<file path="src/rtl/rst_seq_pkg.sv">
package rst_seq_pkg;
  localparam int PHASES = 4;
  localparam int IDX_W = $clog2(PHASES + 1);

  typedef struct packed {
    logic [PHASES-1:0] phaseOh;
    logic idle;
  } seqStrobe_t;
endpackage

</file>
<file path="src/rtl/rst_seq_ctrl.sv">
module rst_seq_ctrl
  import rst_seq_pkg::*;
#(
  parameter int ACK_W = 2
) (
  input  logic                    clk,
  input  logic                    porIn,
  input  logic                    anyDestr,
  input  logic                    anyFunc,
  input  logic [PHASES*ACK_W-1:0] phaseAck,
  output seqStrobe_t              strobe
);
  localparam logic [IDX_W-1:0] IDLE_IDX = IDX_W'(PHASES);
  localparam logic [IDX_W-1:0] FIRST_FUNC = IDX_W'(1);

  logic [IDX_W-1:0] phaseIdx, nextIdx;
  logic ackDone;

  always_comb begin
    ackDone = 1'b0;
    for (int k = 0; k < PHASES; k++) begin
      if (phaseIdx == IDX_W'(k)) ackDone = &phaseAck[k*ACK_W +: ACK_W];
    end
  end

  always_comb begin
    nextIdx = phaseIdx;
    if (anyDestr) nextIdx = '0;
    else if (anyFunc && phaseIdx > FIRST_FUNC) nextIdx = FIRST_FUNC;
    else if (phaseIdx != IDLE_IDX && ackDone) nextIdx = phaseIdx + IDX_W'(1);
  end

  always_ff @(posedge clk or posedge porIn) begin
    if (porIn) phaseIdx <= '0;
    else phaseIdx <= nextIdx;
  end

  always_comb begin
    for (int k = 0; k < PHASES; k++) strobe.phaseOh[k] = (phaseIdx == IDX_W'(k));
    strobe.idle = (phaseIdx == IDLE_IDX);
  end


  destr_restart_chk: assert property (@(posedge clk) disable iff (porIn)
    anyDestr |=> phaseIdx == '0);


  func_restart_chk: assert property (@(posedge clk) disable iff (porIn)
    (!anyDestr && anyFunc && phaseIdx > FIRST_FUNC) |=> phaseIdx == FIRST_FUNC);


  func_early_chk: assert property (@(posedge clk) disable iff (porIn)
    (!anyDestr && anyFunc && phaseIdx <= FIRST_FUNC && !ackDone) |=> $stable(phaseIdx));


  ack_gate_chk: assert property (@(posedge clk) disable iff (porIn)
    (!anyDestr && !anyFunc && phaseIdx != IDLE_IDX && !ackDone) |=> $stable(phaseIdx));
endmodule

</file>
<file path="src/rtl/rst_seq_dp.sv">
module rst_seq_dp
  import rst_seq_pkg::*;
#(
  parameter int D_SRC   = 7,
  parameter int F_SRC   = 11,
  parameter int POR_BIT = 0
) (
  input  logic              clk,
  input  logic              porIn,
  input  logic [D_SRC-1:0]  destrReq,
  input  logic [F_SRC-1:0]  funcReq,
  input  logic [D_SRC-1:0]  clrDestr,
  input  logic [F_SRC-1:0]  clrFunc,
  input  seqStrobe_t        strobe,
  output logic              anyDestr,
  output logic              anyFunc,
  output logic [PHASES-1:0] phaseRst,
  output logic              modeHold,
  output logic [D_SRC-1:0]  destrFlags,
  output logic [F_SRC-1:0]  funcFlags
);
  localparam logic [D_SRC-1:0] POR_MASK = D_SRC'(1) << POR_BIT;

  logic [D_SRC-1:0] dReg;
  logic [F_SRC-1:0] fReg;

  always_ff @(posedge clk or posedge porIn) begin
    if (porIn) begin
      dReg       <= '0;
      fReg       <= '0;
      destrFlags <= POR_MASK;
      funcFlags  <= '0;
    end else begin
      dReg       <= destrReq;
      fReg       <= funcReq;
      destrFlags <= (destrFlags & ~clrDestr) | dReg;
      funcFlags  <= (funcFlags & ~clrFunc) | fReg;
    end
  end

  assign anyDestr = |dReg;
  assign anyFunc  = |fReg;

  for (genvar i = 0; i < PHASES; i++) begin : g_phaseRst
    assign phaseRst[i] = |strobe.phaseOh[i:0];
  end

  assign modeHold = !strobe.idle;


  flag_sticky_chk: assert property (@(posedge clk) disable iff (porIn)
    1'b1 |=> ((funcFlags & $past(funcFlags & ~clrFunc)) == $past(funcFlags & ~clrFunc)));


  set_wins_chk: assert property (@(posedge clk) disable iff (porIn)
    1'b1 |=> ((funcFlags & $past(fReg)) == $past(fReg)));


  hold_idle_chk: assert property (@(posedge clk) disable iff (porIn)
    !modeHold |-> (phaseRst == '0));
endmodule

</file>
<file path="src/rtl/reset_phase_seq.sv">
module reset_phase_seq
  import rst_seq_pkg::*;
#(
  parameter int D_SRC   = 7,
  parameter int F_SRC   = 11,
  parameter int ACK_W   = 2,
  parameter int POR_BIT = 0
) (
  input  logic                    clk,
  input  logic [D_SRC-1:0]        destrReq,
  input  logic [F_SRC-1:0]        funcReq,
  input  logic [PHASES*ACK_W-1:0] phaseAck,
  input  logic [D_SRC-1:0]        clrDestr,
  input  logic [F_SRC-1:0]        clrFunc,
  output logic [PHASES-1:0]       phaseRst,
  output logic                    modeHold,
  output logic [D_SRC-1:0]        destrFlags,
  output logic [F_SRC-1:0]        funcFlags
);
  logic porIn, anyDestr, anyFunc;
  seqStrobe_t strobe;

  assign porIn = destrReq[POR_BIT];

  rst_seq_ctrl #(.ACK_W(ACK_W)) i_ctrl (
    .clk(clk), .porIn(porIn), .anyDestr(anyDestr), .anyFunc(anyFunc),
    .phaseAck(phaseAck), .strobe(strobe)
  );

  rst_seq_dp #(.D_SRC(D_SRC), .F_SRC(F_SRC), .POR_BIT(POR_BIT)) i_dp (
    .clk(clk), .porIn(porIn), .destrReq(destrReq), .funcReq(funcReq),
    .clrDestr(clrDestr), .clrFunc(clrFunc), .strobe(strobe),
    .anyDestr(anyDestr), .anyFunc(anyFunc), .phaseRst(phaseRst),
    .modeHold(modeHold), .destrFlags(destrFlags), .funcFlags(funcFlags)
  );
endmodule

</file>
<file path="config.mk">
export PLATFORM = sky130hd
export DESIGN_NAME = reset_phase_seq
export DESIGN_NICKNAME = d
export VERILOG_FILES = /design/src/rtl/rst_seq_pkg.sv /design/src/rtl/rst_seq_ctrl.sv /design/src/rtl/rst_seq_dp.sv /design/src/rtl/reset_phase_seq.sv
export SDC_FILE = /design/constraint.sdc
export NUM_CORES = 1
export LEC_CHECK = 0
export BUFFER_PORTS_ARGS = -buffer_cell sky130_fd_sc_hd__clkbuf_2
export CAP_MARGIN = 25
export CORE_ASPECT_RATIO = 1.1
export CORE_MARGIN = 2
export CORE_UTILIZATION = 50
export DETAILED_ROUTE_END_ITERATION = 8
export MAX_ROUTING_LAYER = met4
export PLACE_DENSITY_LB_ADDON = 0.2
export SLEW_MARGIN = 20
export SYNTH_ARGS = -nofsm -noshare
export SYNTH_HDL_FRONTEND = slang
export SYNTH_SLANG_ARGS = --single-unit
</file>
<file path="constraint.sdc">
create_clock -name clk -period 3.7 [get_ports clk]
set_clock_uncertainty 0.1 [all_clocks]
set_input_delay 0.555 -clock clk [delete_from_list [all_inputs] [get_ports clk]]
set_output_delay 0.555 -clock clk [all_outputs]
set_load 0.03 [all_outputs]
</file>
## After elaboration in Yosys (flattened, before gate mapping)

Index checks and enable logic that the tools add are counted.

| storage, ports and cells | value |
|---|---|
| flip-flop bits (word level) | 39 |
| bits of input ports | 45 |
| output and inout port bits | 23 |
| logic and storage cells | 39 |

| operators by class | value |
|---|---|
| add/subtract/negate cells | 1 |
| $lt $le $gt $ge | 1 |
| equal/unequal tests | 5 |
| multiplexer cells | 7 |
| bitwise operators | 6 |
| reductions and logical operators | 14 |

Operators with widths:

| cell | number |
|---|---|
| 11-bit AND | 1 |
| 11-bit NOT | 1 |
| 11-bit OR | 1 |
| 11-bit OR reduction | 1 |
| 3-bit 2-to-1 mux | 3 |
| 2-bit AND reduction | 4 |
| 7-bit AND | 1 |
| 7-bit NOT | 1 |
| 7-bit OR | 1 |
| 7-bit OR reduction | 1 |
| 3-bit by 2-bit equality test with 1-bit output, second input constant | 2 |
| 1-bit 2-to-1 mux | 4 |
| 4-bit OR reduction | 1 |
| 3-bit by 1-bit adder with 3-bit output, second input constant | 1 |
| 3-bit by 1-bit equality test with 1-bit output, second input constant | 1 |
| 3-bit equality test, second input constant | 1 |
| 3-bit by 1-bit > comparator with 1-bit output, second input constant | 1 |
| 3-bit zero test | 1 |
| 3-bit inequality test, second input constant | 1 |
| 3-bit nonzero test | 1 |
| 3-bit OR reduction | 1 |
| 1-bit logical AND | 2 |
| 2-bit OR reduction | 1 |
| 1-bit zero test | 1 |

## Logic depth before layout (Yosys ltp)

Gate-level depths: netlist of run 1.

| logic depth | value |
|---|---|
| word-level depth | 9 |
| depth in mapped cells | 7 |
| depth with buffers taken out | 6 |

## Hierarchy

From an unflattened synthesis of run 1, not the netlist that was laid out.

| unflattened totals | value |
|---|---|
| cells, all modules | 122 |
| area, all modules | 1508.9 um^2 |

By module, submodules not included:

| module | times used | cells an instance | area each (um^2) |
|---|---|---|---|
| rst_seq_dp | 1 | 85 | 1181.1 |
| rst_seq_ctrl | 1 | 37 | 327.8 |

## Worst setup path before layout of run 1

No wires, ideal clock.

| timing | value |
|---|---|
| path kind | flip-flop to output port |
| start point | register i_ctrl.phaseIdx[0] |
| end point | output port phaseRst[3] |
| data arrival time | 1.566 ns |
| required time | 3.045 ns |
| path slack | 1.479 ns |
| cell stages (with the launch flop) | 5 |
| cell sequence | dfrtp_1 > inv_1 > ha_1 > nor3_1 > o21ai_0 |

| on the way | value |
|---|---|
| word-level cells in the longest chain between the ends | 2 |

RTL lines:

| element | line | source |
|---|---|---|
| from (decl) | rst_seq_ctrl.sv:16 | `logic [IDX_W-1:0] phaseIdx, nextIdx;` |
| from (signal assigned) | rst_seq_ctrl.sv:35 | `else phaseIdx <= nextIdx;` |
| 3-bit by 1-bit equality test with 1-bit output (tied with other cells) | rst_seq_ctrl.sv:39 | `for (int k = 0; k < PHASES; k++) strobe.phaseOh[k] = (phaseIdx == IDX_W'(k));` |
| 4-bit OR reduction * | rst_seq_dp.sv:45 | `assign phaseRst[i] = \|strobe.phaseOh[i:0];` |
| to (decl) | reset_phase_seq.sv:15 | `output logic [PHASES-1:0] phaseRst,` |

Mark *: on every way between the ends. The rest lies on a longest branch, timed or not.

## Worst setup path after layout of run 1

Ends and elaborated chain as after synthesis.

==> impl_metrics.env, run 1 <==
export IMPL_outcome="complete, no violations"
export IMPL_synth_seq_cells=39
export IMPL_power_switching_mw=0.1944
export IMPL_path_clk_slew_ns=0.11
export IMPL_synth_cells=123
export IMPL_pin_count=68
export IMPL_tns_ns=0
export IMPL_clkPwrFrac_pct=29.8
export IMPL_wl_per_cell_um=12.22
export IMPL_cts_buffer_depth=2
export IMPL_worst_slew_pin_slew_ns=0.4691
export IMPL_cp_required_ns=3.04
export IMPL_rsz0062_at_grt="false"
export IMPL_grt_max_degree=40
export IMPL_hold_class="primary input to async pin"
export IMPL_area_delta_synth_final_pct=28.34
export IMPL_syn_area_per_cell_um2=12.71
export IMPL_antenna_found_initial=0
export IMPL_p_total_mw=0.7943
export IMPL_worst_path_max_fanout=5
export IMPL_diodes=0
export IMPL_path_cells="inv_1 > ha_1 > nor3_1 > o21ai_0 > clkbuf_2"
export IMPL_start_util_pct=51.72
export IMPL_ctsHoldBuffers=0
export IMPL_ys_warn_count=0
export IMPL_die_y_um=62.64
export IMPL_die_area_um2=3589
export IMPL_place_area_um2=1937
export IMPL_syn_num_nets=173
export IMPL_cts_root_buf="clkbuf_4"
export IMPL_reg2reg_depth=5
export IMPL_power_density_nw_per_um2=396.0
export IMPL_drtAntennaViolNets=0
export IMPL_port_buffers=67
export IMPL_overflow=0
export IMPL_cap_viol_max_count=0
export IMPL_endpoint_kind="output pin"
export IMPL_fmax_mhz=418.2
export IMPL_rows=21
export IMPL_dr_first_iter_drc_count=28
export IMPL_grt_pass1_wl_mm=4.767
export IMPL_path_class="flop to output pin"
export IMPL_cts_tree="built"
export IMPL_fin_area_um2=2006
export IMPL_num_vias=1143
export IMPL_fin_crit_sh_pct=64.63
export IMPL_p_comb_share_pct=11.9
export IMPL_synth_area_um2=1563
export IMPL_layout_common_cells="clkbuf_2 (67), dfrtp_1 (38), inv_1 (23), a21o_1 (18)"
export IMPL_numCtsBuffers=5
export IMPL_final_net_count=247
export IMPL_grt_pass1_vias=1141
export IMPL_startpoint_type="flop"
export IMPL_cpMaxStageDelayCell="dfrtp_1"
export IMPL_slew_viol_final=0
export IMPL_hpwl_mm=2.279
export IMPL_leakage_nw=1.067
export IMPL_final_common_cell="clkbuf_2"
export IMPL_ys_seq_area_share_pct=62.53
export IMPL_wl_mm=2.834
export IMPL_postCtsSetupRepairBufs=0
export IMPL_clkLatencyLatePin_ns=0.33
export IMPL_p_int_mw=0.5998
export IMPL_share_seq_of_total_power_pct=58.3
export IMPL_gp_congestion=0.8953
export IMPL_r2r_end="i_ctrl.phaseIdx[2]"
export IMPL_cts_resized=0
export IMPL_firstDrtPassIters=4
export IMPL_setup_viol=0
export IMPL_relSlewSlack_pct=68.73
export IMPL_finalCriticalPeriod_ns=2.391
export IMPL_worstSetupStartpoint="i_ctrl.phaseIdx[0]"
export IMPL_fillers=261
export IMPL_max_stage_delay_ns=0.44
export IMPL_ff2ff_setup_slack_ns=1.85
export IMPL_reg2reg_from="i_ctrl.phaseIdx[0]"
export IMPL_design_core_area_um2=3022
export IMPL_htreeDepth=2
export IMPL_ir_drop_v=0.0003726
export IMPL_final_layout_size_suffix_gt1_share_pct=43.43
export IMPL_vias_per_cell=4.927
export IMPL_clock_sinks=39
export IMPL_synth_distinct_cells=32
export IMPL_finalHoldViolations=0
export IMPL_grt_usage_pct=18.11
export IMPL_crit_arrival_ns=1.74
export IMPL_p_sw_share_pct=24.48
export IMPL_die_x_um=57.31
export IMPL_drc_errors=0
final cells by class:
| type | count | area (um^2) | share of cell area [%] |
|---|---|---|---|
| sequential | 39 | 977.2 | 48.72 |
| inverter | 23 | 86.33 | 4.304 |
| timing repair buffer | 68 | 342.8 | 17.09 |
| multi-input combinational | 60 | 488.0 | 24.33 |
| tap | 34 | 42.54 | 2.121 |
| clock buffer | 8 | 68.82 | 3.431 |
registers in the layout, indices dropped and copies added (netlist names):
register / flops
i_ctrl.phaseIdx: 3
i_dp.dReg: 7
i_dp.destrFlags: 7
i_dp.fReg: 11
i_dp.funcFlags: 11
cells in the mapped netlist, drive strengths merged:
library cell | count | area share (%)
o21ai | 1 | 0.32
a211oi | 1 | 0.80
dfstp | 1 | 1.7
nor3 | 4 | 1.6
nand2 | 4 | 0.96
a21oi | 1 | 0.32
inv | 23 | 5.5
a22o | 1 | 0.64
nand4 | 2 | 0.80
dfrtp | 38 | 61
nor4 | 3 | 1.2
o21bai | 1 | 0.48
nand4b | 2 | 2.1
a32o | 1 | 0.64
and2b | 1 | 0.56
ha | 5 | 4.0
a31oi | 2 | 0.80
nor2 | 3 | 0.88
o31ai | 2 | 1.6
o2111ai | 1 | 0.56
a21o | 18 | 8.6
nor2b | 1 | 0.40
nand2b | 1 | 0.40
nand3 | 1 | 0.32
o2111a | 1 | 0.80
a21boi | 1 | 0.48
o311ai | 1 | 0.56
buf | 1 | 0.72
o311a | 1 | 1.4
power by group through the flow:
stage	combinational [mW]	clock, mW	sequential, mW
after floorplan	0.0259	0	0.496
after global placement	0.0939	0	0.470
after detailed placement	0.0963	0	0.472
after CTS	0.0965	0.248	0.463
after global routing	0.104	0.268	0.466
final	0.0946	0.237	0.463
how the worst max path moves through the flow:
stage,cells after the start,end,slack (ns)
2_1_floorplan,4,phaseRst[3],1.48
3_3_place_gp,5,phaseRst[3],1.73
3_5_place_dp,5,phaseRst[3],1.69
4_1_cts,5,phaseRst[3],1.29
5_1_grt,5,phaseRst[3],1.14
6_report,5,phaseRst[3],1.31
worst max-delay path: cells and delay by family, from the launching register on:
| family | cells | cell delay, ns |
|---|---|---|
| DFF | 1 | 0.44 |
| buffers and inverters | 2 | 0.29 |
| AOI/OAI and AO/OA | 1 | 0.10 |
| and+or+nand+nor | 1 | 0.27 |
| adders and majority gates | 1 | 0.30 |
kinds of logic after synthesis:
kind of cell | count (synthesis) | share of synthesized area (%)
DFF | 39 | 62.53
adders and majority gates | 5 | 4.003
AOI/OAI and AO/OA | 33 | 18.01
buffers and inverters | 24 | 6.245
and+or+nand+nor | 22 | 9.207
per-stage QoR:
step	worst slack (ns)	utilization, %	hold WS, ns	std cells
after CTS	1.288	66.38	0.1936	232
final	1.309	66.38	0.2113	232
after global routing	1.143	66.38	0.1785	232
after detailed placement	1.688	64.10	0.3494	224
after global placement	1.731	64.10	0.3339	224
after floorplan	1.479	-	0.3281	123
routing by layer:
metal  wire, um  global-route usage, %  vias to the layer above
li1           -                      -                      565
met1       1133                  19.50                      534
met2       1477                  30.46                       39
met3        181                  5.590                        5
met4         41                  7.849                        0
met5          0                      -                        -
(Power assumes the default switching activity.)
==> run 2: changes to the inputs <==
Settings changed: CORE_UTILIZATION 50 to 42.
Clock period 3.7 ns to 2.1 ns, I/O delays scaled along.
==> run 2 against run 1 <==
The run now ends with negative hold slack left. Clock power rose by 110%. Register-to-register slack got worse by 1.6 ns. Setup slack got worse by 1.2 ns. Clock-buffer cell count fell by 1. Wire length is 8.4% higher. Combinational power grew 81%. First-iteration DRC count up 7.1%. Non-clock buffer count grew 3. Via count up 3.3%. Critical endpoint unchanged.
==> impl_metrics.env, run 2 (synthesis results as in run 1) <==
export IMPL_finalHoldViolations=13
export IMPL_num_vias=1181
export IMPL_worst_path_max_fanout=5
export IMPL_cts_tree="built"
export IMPL_grt_pass1_vias=1267
export IMPL_reg2reg_from="i_ctrl.phaseIdx[0]"
export IMPL_gp_congestion=0.8553
export IMPL_crit_arrival_ns=1.59
export IMPL_grt_usage_pct=16.38
export IMPL_startpoint_type="flop"
export IMPL_rows=23
export IMPL_drc_errors=0
export IMPL_power_density_nw_per_um2=711.5
export IMPL_ff_latch_area_um2=977.2
export IMPL_wl_per_cell_um=12.24
export IMPL_grt_max_degree=26
export IMPL_port_buffers=67
export IMPL_leakage_nw=1.102
export IMPL_top_regs="i_dp.fReg (11), i_dp.funcFlags (11)"
export IMPL_outcome="complete, but fails checks"
export IMPL_layout_common_cells="clkbuf_2 (67), dfrtp_1 (38), inv_1 (22), a21o_1 (18), clkbuf_8 (6)"
export IMPL_cts_root_buf="clkbuf_8"
export IMPL_final_common_cell="clkbuf_2"
export IMPL_wl_met3_um=167
export IMPL_worstSetupStartpoint="i_ctrl.phaseIdx[0]"
export IMPL_numCtsBuffers=5
export IMPL_tns_ns=0
export IMPL_cp_required_ns=1.68
export IMPL_wl_mm=3.072
export IMPL_p_total_mw=1.488
export IMPL_firstDrtPassIters=4
export IMPL_diodes=0
export IMPL_antenna_found_initial=0
export IMPL_endpoint_kind="output pin"
export IMPL_ctsHoldBuffers=0
export IMPL_fillers=309
export IMPL_die_y_um=67.98
export IMPL_ir_drop_v=0.0004453
export IMPL_pin_count=68
export IMPL_wl_met2_mm=1.696
export IMPL_finalCriticalPeriod_ns=2.004
export IMPL_place_ws_ns=0.2640
export IMPL_multi_input_area_um2=495.5
export IMPL_cap_viol_max_count=0
export IMPL_relSlewSlack_pct=59.88
export IMPL_cts_buffer_depth=2
export IMPL_crit_buf_inv=2
export IMPL_path_delay_family="flip-flops"
export IMPL_path_cells="buf_4 > ha_1 > nor3_2 > o21ai_0 > clkbuf_2"
export IMPL_violations="negative hold slack"
export IMPL_fin_crit_sh_pct=95.45
export IMPL_final_layout_size_suffix_gt1_share_pct=45.77
export IMPL_path_clk_slew_ns=0.07
export IMPL_fmax_mhz=498.9
export IMPL_htreeDepth=2
export IMPL_clkLatencyLatePin_ns=0.28
export IMPL_die_x_um=62.16
export IMPL_grt_pass1_wl_mm=5.140
export IMPL_overflow=0
export IMPL_clock_sinks=39
export IMPL_cpMaxStageDelayCell="dfrtp_1"
export IMPL_worst_slew_pin_slew_ns=0.6012
export IMPL_path_class="flop to output pin"
export IMPL_dr_first_iter_drc_count=30
export IMPL_start_util_pct=43.44
export IMPL_hold_class="primary input to async pin"
export IMPL_setup_viol=0
export IMPL_fin_ws_ns=0.09552
export IMPL_final_core_util_pct=58.12
export IMPL_vias_per_cell=4.705
export IMPL_final_net_count=250
export IMPL_area_delta_synth_final_pct=33.79
export IMPL_drtAntennaViolNets=0
export IMPL_die_area_um2=4225
export IMPL_top_layer="met4"
export IMPL_design_core_area_um2=3597
export IMPL_fin_worst_hold_slack_ns=-0.01655
export IMPL_slew_viol_final=0
export IMPL_max_stage_delay_ns=0.41
export IMPL_wl_met1_mm=1.170
export IMPL_hpwl_mm=2.487
==> run 2: metal layers <==
layer  global-route usage, %  up-vias
met1                   15.97      563
met3                   5.592        4
li1                        -      572
met5                       -        -
met4                   8.056        0
met2                   29.89       42
==> run 2: cell type report <==
type | instances | share of cell area (%)
Clock inverter | 1 | 0.2394
Sequential cell | 39 | 46.74
Multi-Input combinational cell | 60 | 23.70
Clock buffer | 7 | 4.129
Inverter | 23 | 4.129
Timing Repair Buffer | 71 | 18.07
Tap cell | 50 | 2.992
==> run 2: worst reg2reg max path, cell delays in order (launching register included) <==
cell and delay, ns:
dfrtp_1 0.41, buf_4 0.15, ha_1 0.26, nor2b_1 0.17, o2111ai_1 0.34, a31oi_1 0.16
a211oi_2 0.20
==> run 2: final timing paths <==
check | endpoint | slack (ns) | cells after the start
worst max-delay path | phaseRst[3] | 0.1 | 5
worst min-delay path | i_dp.dReg[0] | -0.02 | 2
worst max register to register | i_ctrl.phaseIdx[2] | 0.22 | 6
worst min register to register | i_dp.funcFlags[0] | 0.36 | 1
max in group asynchronous | i_dp.funcFlags[8] | 1.38 | 3
min in group clk | i_dp.fReg[3] | 0.03 | 1
==> run 2: metrics by stage <==
stage	std cells	cell area (um^2)
final	251	2091
after CTS	251	2083
after global placement	241	1977
after global routing	251	2091
after floorplan	123	1563
after detailed placement	241	1977
==> run 2: report_power, final <==
group          switching [mW]  internal (mW)
logic                   0.101         0.0697
clock network           0.236          0.265
registers              0.0228          0.793
total                   0.360           1.13
==> run 2: what timing repair did <==
item	in CTS	in global routing
resized for setup	0	3
endpoints found under the hold margin	0	0
cloned	0	0
setup endpoints to repair	1	2
buffers inserted	2	0
==> run 3: changes to the inputs <==
Settings changed: REMOVE_ABC_BUFFERS from default to 1.
==> run 3 against run 2 <==
The run now ends clean. Critical path depth unchanged. Via count decreased by 0.25%. Sequential power about the same. Sequential cell count unchanged. First-iteration DRC count increased to 3.0 times the previous value. Combinational power about the same. Hold slack improved by 0.053 ns. Clock-buffer cell count decreased by 1.
==> impl_metrics.env, run 3 (synthesis results as in run 1) <==
export IMPL_outcome="complete, no violations"
export IMPL_layout_common_cells="clkbuf_2 (67), dfrtp_1 (38), inv_1 (23), a21o_1 (18), clkbuf_8 (6)"
export IMPL_die_y_um=67.98
export IMPL_wl_per_cell_um=12.05
export IMPL_worst_path_max_fanout=5
export IMPL_finalCriticalPeriod_ns=1.996
export IMPL_diodes=0
export IMPL_dr_first_iter_drc_count=90
export IMPL_share_seq_of_total_power_pct=55.5
export IMPL_power_switching_mw=0.3538
export IMPL_grt_pass1_wl_mm=5.043
export IMPL_p_comb_share_pct=11.4
export IMPL_startpoint_type="flop"
export IMPL_overflow=0
export IMPL_rsz0062_at_grt="false"
export IMPL_area_delta_synth_final_pct=32.27
export IMPL_clkPwrFrac_pct=33.1
export IMPL_clkLatencyLatePin_ns=0.28
export IMPL_start_util_pct=43.44
export IMPL_setup_viol=0
export IMPL_final_core_util_pct=57.46
export IMPL_cap_viol_max_count=0
export IMPL_drtAntennaViolNets=0
export IMPL_hpwl_mm=2.447
export IMPL_drc_errors=0
export IMPL_tns_ns=0
export IMPL_firstDrtPassIters=4
export IMPL_vias_per_cell=4.731
export IMPL_place_ws_ns=0.3100
export IMPL_path_class="flop to output pin"
export IMPL_clock_sinks=39
export IMPL_endpoint_kind="output pin"
export IMPL_numCtsBuffers=5
export IMPL_design_core_area_um2=3597
export IMPL_top_regs="i_dp.fReg (11), i_dp.funcFlags (11)"
export IMPL_gp_congestion=0.8621
export IMPL_grt_usage_pct=15.98
export IMPL_die_x_um=62.16
export IMPL_final_layout_size_suffix_gt1_share_pct=45.23
export IMPL_crit_arrival_ns=1.58
export IMPL_cp_required_ns=1.68
export IMPL_worst_slew_pin_slew_ns=0.4708
export IMPL_hold_class="primary input to async pin"
export IMPL_final_common_cell="clkbuf_2"
export IMPL_place_area_um2=1964
export IMPL_htreeDepth=2
export IMPL_p_sw_share_pct=24.04
export IMPL_grt_max_degree=40
export IMPL_wl_mm=3.000
export IMPL_multi_input_area_um2=495.5
export IMPL_fin_worst_hold_slack_ns=0.03625
export IMPL_antenna_found_initial=0
export IMPL_fin_crit_sh_pct=95.07
export IMPL_cts_tree="built"
export IMPL_ctsHoldBuffers=0
export IMPL_fin_ws_ns=0.1035
export IMPL_grt_pass1_vias=1172
export IMPL_cts_buffer_depth=2
export IMPL_num_vias=1178
export IMPL_path_clk_slew_ns=0.07
export IMPL_ir_drop_v=0.0005569
export IMPL_power_density_nw_per_um2=712.0
export IMPL_rows=23
export IMPL_final_net_count=249
export IMPL_die_area_um2=4225
export IMPL_p_int_mw=1.118
export IMPL_slew_viol_final=0
export IMPL_finalHoldViolations=0
export IMPL_port_buffers=67
export IMPL_fin_area_um2=2067
export IMPL_pin_count=68
export IMPL_relSlewSlack_pct=68.61
export IMPL_fillers=326
export IMPL_fmax_mhz=500.9
export IMPL_leakage_nw=1.090
export IMPL_ff_latch_area_um2=977.2
export IMPL_cts_root_buf="clkbuf_8"
run 3: final cells by class:
class,count,area share (%)
inverter,23,4.177
clock buffer,6,3.995
tap,50,3.027
clock inverter,1,0.2421
multi-input combinational,60,23.97
sequential,39,47.28
timing repair buffer,70,17.31
run 3: through the flow:
step	power, mW	instances
after global routing	1.548	249
after floorplan	0.9201	122
after CTS	1.504	249
after detailed placement	1.002	241
final	1.472	249
after global placement	0.9950	241
run 3: worst paths after layout:
check	startpoint	endpoint	slack (ns)	cells after the start
min reg2reg	i_dp.dReg[3]	i_dp.destrFlags[3]	0.36	1
min in group clk	funcReq[6]	i_dp.fReg[6]	0.04	1
min	destrReq[0]	i_dp.dReg[2]	0.04	3
max in group asynchronous	destrReq[0]	i_dp.destrFlags[0]	1.51	3
max	i_ctrl.phaseIdx[1]	phaseRst[3]	0.10	5
max reg2reg	i_ctrl.phaseIdx[1]	i_ctrl.phaseIdx[0]	0.28	6
run 3: power groups by stage:
stage	Sequential [mW]	Clock, mW	Combinational (mW)
detailed placement	0.831	0	0.171
CTS	0.817	0.516	0.172
global placement	0.829	0	0.166
global route	0.822	0.542	0.183
floorplan	0.875	0	0.0455
finish	0.817	0.487	0.168
run 3: what timing repair did:
| action | CTS | global route |
|---|---|---|
| gates cloned | 0 | 0 |
| endpoints found under the setup margin | 1 | 1 |
| resized for setup | 0 | 2 |
| setup buffers | 1 | 0 |
| endpoints found under the hold margin | 0 | 0 |
run 3: layer usage:
metal  GRT usage (%)  wire (um)  up-vias
li1                -          -      568
met1           16.56       1179      563
met2           28.67       1597       43
met3           4.441        186        4
met4           8.056         36        0
met5               -          0        -
run 3: worst max-delay path, cell delays in order (launching register included):
cell	delay, ns
dfrtp_1	0.44
ha_1	0.21
ha_1	0.21
inv_1	0.14
o21ai_0	0.11
clkbuf_2	0.19
